===== src/rtl/icap_pkg.sv =====
// Shared types for the edge timestamp capture unit.
package icap_pkg;
    // Polarity of the transition that triggers a capture.
    typedef enum logic {
        EDGE_FALL = 1'b0,
        EDGE_RISE = 1'b1
    } edge_sel_e;
endpackage


===== src/rtl/icap_sync.sv =====
// Shift-register synchronizer for an asynchronous single-bit input.
// Assumes STAGES >= 2; output resets low.
module icap_sync #(
    parameter int STAGES = 2
) (
    input  logic clk,
    input  logic rst_n,
    input  logic d,
    output logic q
);
    logic [STAGES-1:0] chain;

    // Shift the raw level through the synchronizing stages.
    always_ff @(posedge clk) begin
        if (!rst_n) chain <= '0;
        else        chain <= {chain[STAGES-2:0], d};
    end

    assign q = chain[STAGES-1];
endmodule


===== src/rtl/icap_glitch_filter.sv =====
// Majority-free glitch filter. The output moves to a level only after LEN
// consecutive input samples carry that level, which adds LEN cycles of latency.
// Assumes LEN >= 3; state resets low.
module icap_glitch_filter #(
    parameter int LEN = 4
) (
    input  logic clk,
    input  logic rst_n,
    input  logic d,
    output logic q
);
    localparam int HIST = LEN - 1;

    logic [HIST-1:0] hist;
    logic            all_hi;
    logic            all_lo;

    assign all_hi = d & (&hist);
    assign all_lo = ~d & ~(|hist);

    // Keep the most recent HIST samples of the input.
    always_ff @(posedge clk) begin
        if (!rst_n) hist <= '0;
        else        hist <= {hist[HIST-2:0], d};
    end

    // Change the output only when every stored sample and the current one agree.
    always_ff @(posedge clk) begin
        if (!rst_n)      q <= 1'b0;
        else if (all_hi) q <= 1'b1;
        else if (all_lo) q <= 1'b0;
    end
endmodule


===== src/rtl/icap_edge_capture.sv =====
// Transition detector, capture register and sticky flag.
// Compares the conditioned input with its previous value, so a change of the
// polarity select alone never creates an event. A capture outranks a clear.
module icap_edge_capture
    import icap_pkg::*;
#(
    parameter int CNT_W = 16
) (
    input  logic             clk,
    input  logic             rst_n,
    input  logic             sig,
    input  logic [CNT_W-1:0] count_val,
    input  logic             edge_rise,
    input  logic             blocked,
    input  logic             flag_clr,
    output logic [CNT_W-1:0] cap_reg,
    output logic             cap_flag
);
    logic      prev;
    logic      rose;
    logic      fell;
    logic      hit;
    edge_sel_e pol;

    assign pol  = edge_sel_e'(edge_rise);
    assign rose = sig & ~prev;
    assign fell = ~sig & prev;
    assign hit  = ((pol == EDGE_RISE) ? rose : fell) & ~blocked;

    // Track the previous conditioned level, even while capture is blocked.
    always_ff @(posedge clk) begin
        if (!rst_n) prev <= 1'b0;
        else        prev <= sig;
    end

    // Latch the counter on a qualifying transition.
    always_ff @(posedge clk) begin
        if (!rst_n)   cap_reg <= '0;
        else if (hit) cap_reg <= count_val;
    end

    // Sticky flag: set by a capture, cleared by the strobe, capture first.
    always_ff @(posedge clk) begin
        if (!rst_n)        cap_flag <= 1'b0;
        else if (hit)      cap_flag <= 1'b1;
        else if (flag_clr) cap_flag <= 1'b0;
    end
endmodule


===== src/rtl/icap_unit.sv =====
// Edge timestamp capture unit: synchronizer, optional glitch filter,
// polarity-selected transition capture, sticky flag and interrupt request.
// Assumes cap_pin is low during reset and filt_en changes only while the pin is idle.
module icap_unit #(
    parameter int CNT_W       = 16,
    parameter int SYNC_STAGES = 2,
    parameter int FILT_LEN    = 4,
    parameter bit HAS_FILTER  = 1'b1
) (
    input  logic             clk,
    input  logic             rst_n,
    input  logic             cap_pin,
    input  logic [CNT_W-1:0] count_val,
    input  logic             filt_en,
    input  logic             edge_rise,
    input  logic             irq_en,
    input  logic             flag_clr,
    input  logic             cap_is_top,
    output logic [CNT_W-1:0] cap_reg,
    output logic             cap_flag,
    output logic             cap_irq
);
    logic pin_sync;
    logic pin_cond;

    icap_sync #(.STAGES(SYNC_STAGES)) u_sync (
        .clk   (clk),
        .rst_n (rst_n),
        .d     (cap_pin),
        .q     (pin_sync)
    );

    // Choose the filtered or the direct synchronized level.
    generate
        if (HAS_FILTER) begin : g_filt
            logic pin_filt;
            icap_glitch_filter #(.LEN(FILT_LEN)) u_filt (
                .clk   (clk),
                .rst_n (rst_n),
                .d     (pin_sync),
                .q     (pin_filt)
            );
            assign pin_cond = filt_en ? pin_filt : pin_sync;
        end else begin : g_nofilt
            logic unused_en;
            assign unused_en = filt_en;
            assign pin_cond  = pin_sync;
        end
    endgenerate

    icap_edge_capture #(.CNT_W(CNT_W)) u_cap (
        .clk       (clk),
        .rst_n     (rst_n),
        .sig       (pin_cond),
        .count_val (count_val),
        .edge_rise (edge_rise),
        .blocked   (cap_is_top),
        .flag_clr  (flag_clr),
        .cap_reg   (cap_reg),
        .cap_flag  (cap_flag)
    );

    // Interrupt request follows the flag while enabled.
    assign cap_irq = cap_flag & irq_en;
endmodule


===== config.mk =====
export PLATFORM = sky130hd
export DESIGN_NAME = icap_unit
export DESIGN_NICKNAME = d
export VERILOG_FILES = /design/src/rtl/icap_pkg.sv /design/src/rtl/icap_sync.sv /design/src/rtl/icap_glitch_filter.sv /design/src/rtl/icap_edge_capture.sv /design/src/rtl/icap_unit.sv
export SDC_FILE = /design/constraint.sdc
export NUM_CORES = 1
export LEC_CHECK = 0
export BUFFER_PORTS_ARGS = -buffer_cell sky130_fd_sc_hd__buf_2
export CORE_MARGIN = 1.5
export CORE_UTILIZATION = 30
export DETAILED_ROUTE_END_ITERATION = 6
export PLACE_DENSITY = 0.57
export SETUP_SLACK_MARGIN = 0.3
export SKIP_CTS_REPAIR_TIMING = 1
export SLEW_MARGIN = 20
export SYNTH_ARGS = -nofsm -noshare
export SYNTH_HDL_FRONTEND = slang
export SYNTH_HIERARCHICAL = 1
export SYNTH_SLANG_ARGS = --single-unit

===== constraint.sdc =====
create_clock -name clk -period 1.61 [get_ports clk]
set_input_delay 0.0805 -clock clk [delete_from_list [all_inputs] [get_ports clk]]
set_output_delay 0.0805 -clock clk [all_outputs]
set_load 0.005 [all_outputs]

==> reports/results.ini <==
[clocking]
clk_pin_slew_ns = 0.13
clock_sinks = 24
cts_buffers = 3
htree_levels = 1
insertion_delay_ns = 0.31
cts-root-buf = clkbuf_4
cts_tree = done
clockBufferDepth = 2

[placed_design]
place_ws_ns = -0.00190
routabilityCongestion = 0.624
hpwl_mm = 1.29
portBuffers = 41

[setup_path]
critPathRequiredTime_ns = 1.86
crit_start = u_sync/chain[1]
cp_max_fo = 9
r2r-end = u_cap/cap_reg[4]
arrival_ns = 1.86
critPathKind = flop to flop
r2r-start = u_sync/chain[1]
r2r_cells = 5
r2r_setup_slack_ns = -0.002
cp-end-kind = flop
start_kind = flop

[grt]
grt_max_degree = 41
grt.overflow.total = 0
antenna_found_initial = 0
met3_usage = 0.0286
track_usage = 0.112
grtUsageMet2 = 0.170
grt_use_met1 = 0.153
grt_pass1_wl_mm = 2.92
grt.busiest_layer = met2
first_global_vias = 685

[yosys]
ys_warn_count = 6
syn-mean-instance-area_um2 = 9.85
ys_types = 17
synth-seq-cells = 24
syn_area_um2 = 926
ys_seq_area_frac = 0.519
synthCells = 94
synth_nets = 118

[floorplan]
core_area_um2 = 2850
rows = 19
dieArea_um2 = 3430
initial_utilization = 0.325
die_x_um = 58.6
die_y_um = 58.6
io_pins = 42

[outcome]
violations = negative hold slack, negative setup slack
status = finished, violations left

[job]
drv_cap = 0

[sta]
fin_crit_sh = 1.00
finClkSkew_ns = 0.00511
tightest_slew_ns = 0.583
hold_viol_final = 2
report.final.slew_viol_count = 0
setup_viol = 1
rsz0062_at_grt = yes
period_needed_ns = 1.61
setup_slack_ns = -0.00250
whs_ns = -0.00462
clock.fmax_mhz = 620
max_slew_margin = 0.612

[hold_path]
hold_end = u_cap/cap_reg[5]
worstHoldStart = count_val[5]
whs_path_depth = 3
hold_class = input port to flop

[final_layout]
area_delta_synth_final_pct = 38.2
final_common_cell = buf_2
final_nets = 169
drive_gt1_frac = 0.382
antenna_cells = 0
post-route-util = 0.449
largest_reg_flops = 16
final_cell_mix = 41 x buf_2, 32 x nand2_1, 22 x dfxtp_1

[drt]
vias_per_cell = 4.41
vias = 771
ant_nets = 0
drt_iter0_markers = 17
first_pass_iters = 3
wl_per_cell_um = 10.2
wl_mm = 1.79
drc = 0

[power]
leakagePower_uw = 0.000578
ir_drop_uv = 337
power.density_nw_per_um2 = 787

-- synth_stat cells --
| cell type | instances | area [um^2] |
|---|---|---|
| mux2i_1 | 16 | 160 |
| a31oi_1 | 1 | 6.26 |
| and2_1 | 5 | 31.3 |
| clkbuf_1 | 4 | 15.0 |
| o21ai_0 | 1 | 5.00 |
| dfxtp_1 | 24 | 480 |
| o21a_1 | 1 | 7.51 |
| buf_12 | 1 | 20.0 |
| nor3_1 | 1 | 5.00 |
| and2_2 | 2 | 15.0 |
| nor4_1 | 1 | 6.26 |
| or3b_1 | 1 | 8.76 |
| mux2_4 | 1 | 15.0 |
| nand3b_1 | 1 | 7.51 |
| nand2_1 | 32 | 120 |
| a21oi_4 | 1 | 16.3 |
| nor2b_1 | 1 | 6.26 |
-- metal layers --
metal	wire, um	share of wire
met1	829	0.46
met2	806	0.45
met3	133	0.074
met4	22	0.012
met5	0	0
-- report_power, final --
part           leakage (uW)  total [uW]  switching (uW)  internal [uW]
logic              0.000362        88.5            37.9           50.6
registers          0.000195         607            4.17            603
clock network     0.0000210         312             174            138
total              0.000578        1010             216            791
-- critical path: stages (launching register included) --
cell	delay, ns
dfxtp_2	0.34
mux2_4	0.27
or3b_4	0.39
a21oi_4	0.17
buf_6	0.18
mux2i_1	0.19
-- cell type report --
| cell class | count | area, um^2 |
|---|---|---|
| Multi-Input combinational cell | 65 | 413 |
| Sequential cell | 24 | 483 |
| Fill cell | 292 | 1570 |
| Timing Repair Buffer | 51 | 309 |
| Clock buffer | 4 | 36.3 |
| Tap cell | 31 | 38.8 |
-- logic make-up (layout without fill, tap and decap cells) --
family / count (synthesis) / count (layout) / synth area share
compound gates: 4 / 4 / 0.0378
buf+inv: 5 / 55 / 0.0378
simple gates: 44 / 44 / 0.216
flops: 24 / 24 / 0.519
mux: 17 / 17 / 0.189
-- worst max-delay path by stage --
stage / end / slack [ns]
6_report: u_cap/cap_reg[4] / -0.002
5_1_grt: u_cap/cap_reg[4] / -0.09
4_1_cts: u_cap/cap_reg[9] / -0.04
3_5_place_dp: u_cap/cap_reg[2] / -0.002
3_3_place_gp: u_cap/cap_reg[9] / 0.05
2_1_floorplan: u_cap/cap_reg[0] / -0.06
-- through the flow --
stage / instance area, um^2 / power (uW) / setup TNS, ns / std cells
CTS: 1190 / 1010 / -0.196 / 167
finish: 1280 / 1010 / -0.00250 / 175
detailed placement: 1150 / 694 / -0.00306 / 163
floorplan: 930 / 657 / -0.527 / 94
global placement: 1150 / 693 / 0 / 163
global route: 1280 / 1060 / -0.802 / 175
Note: power is estimated with default switching activity, not from simulation.
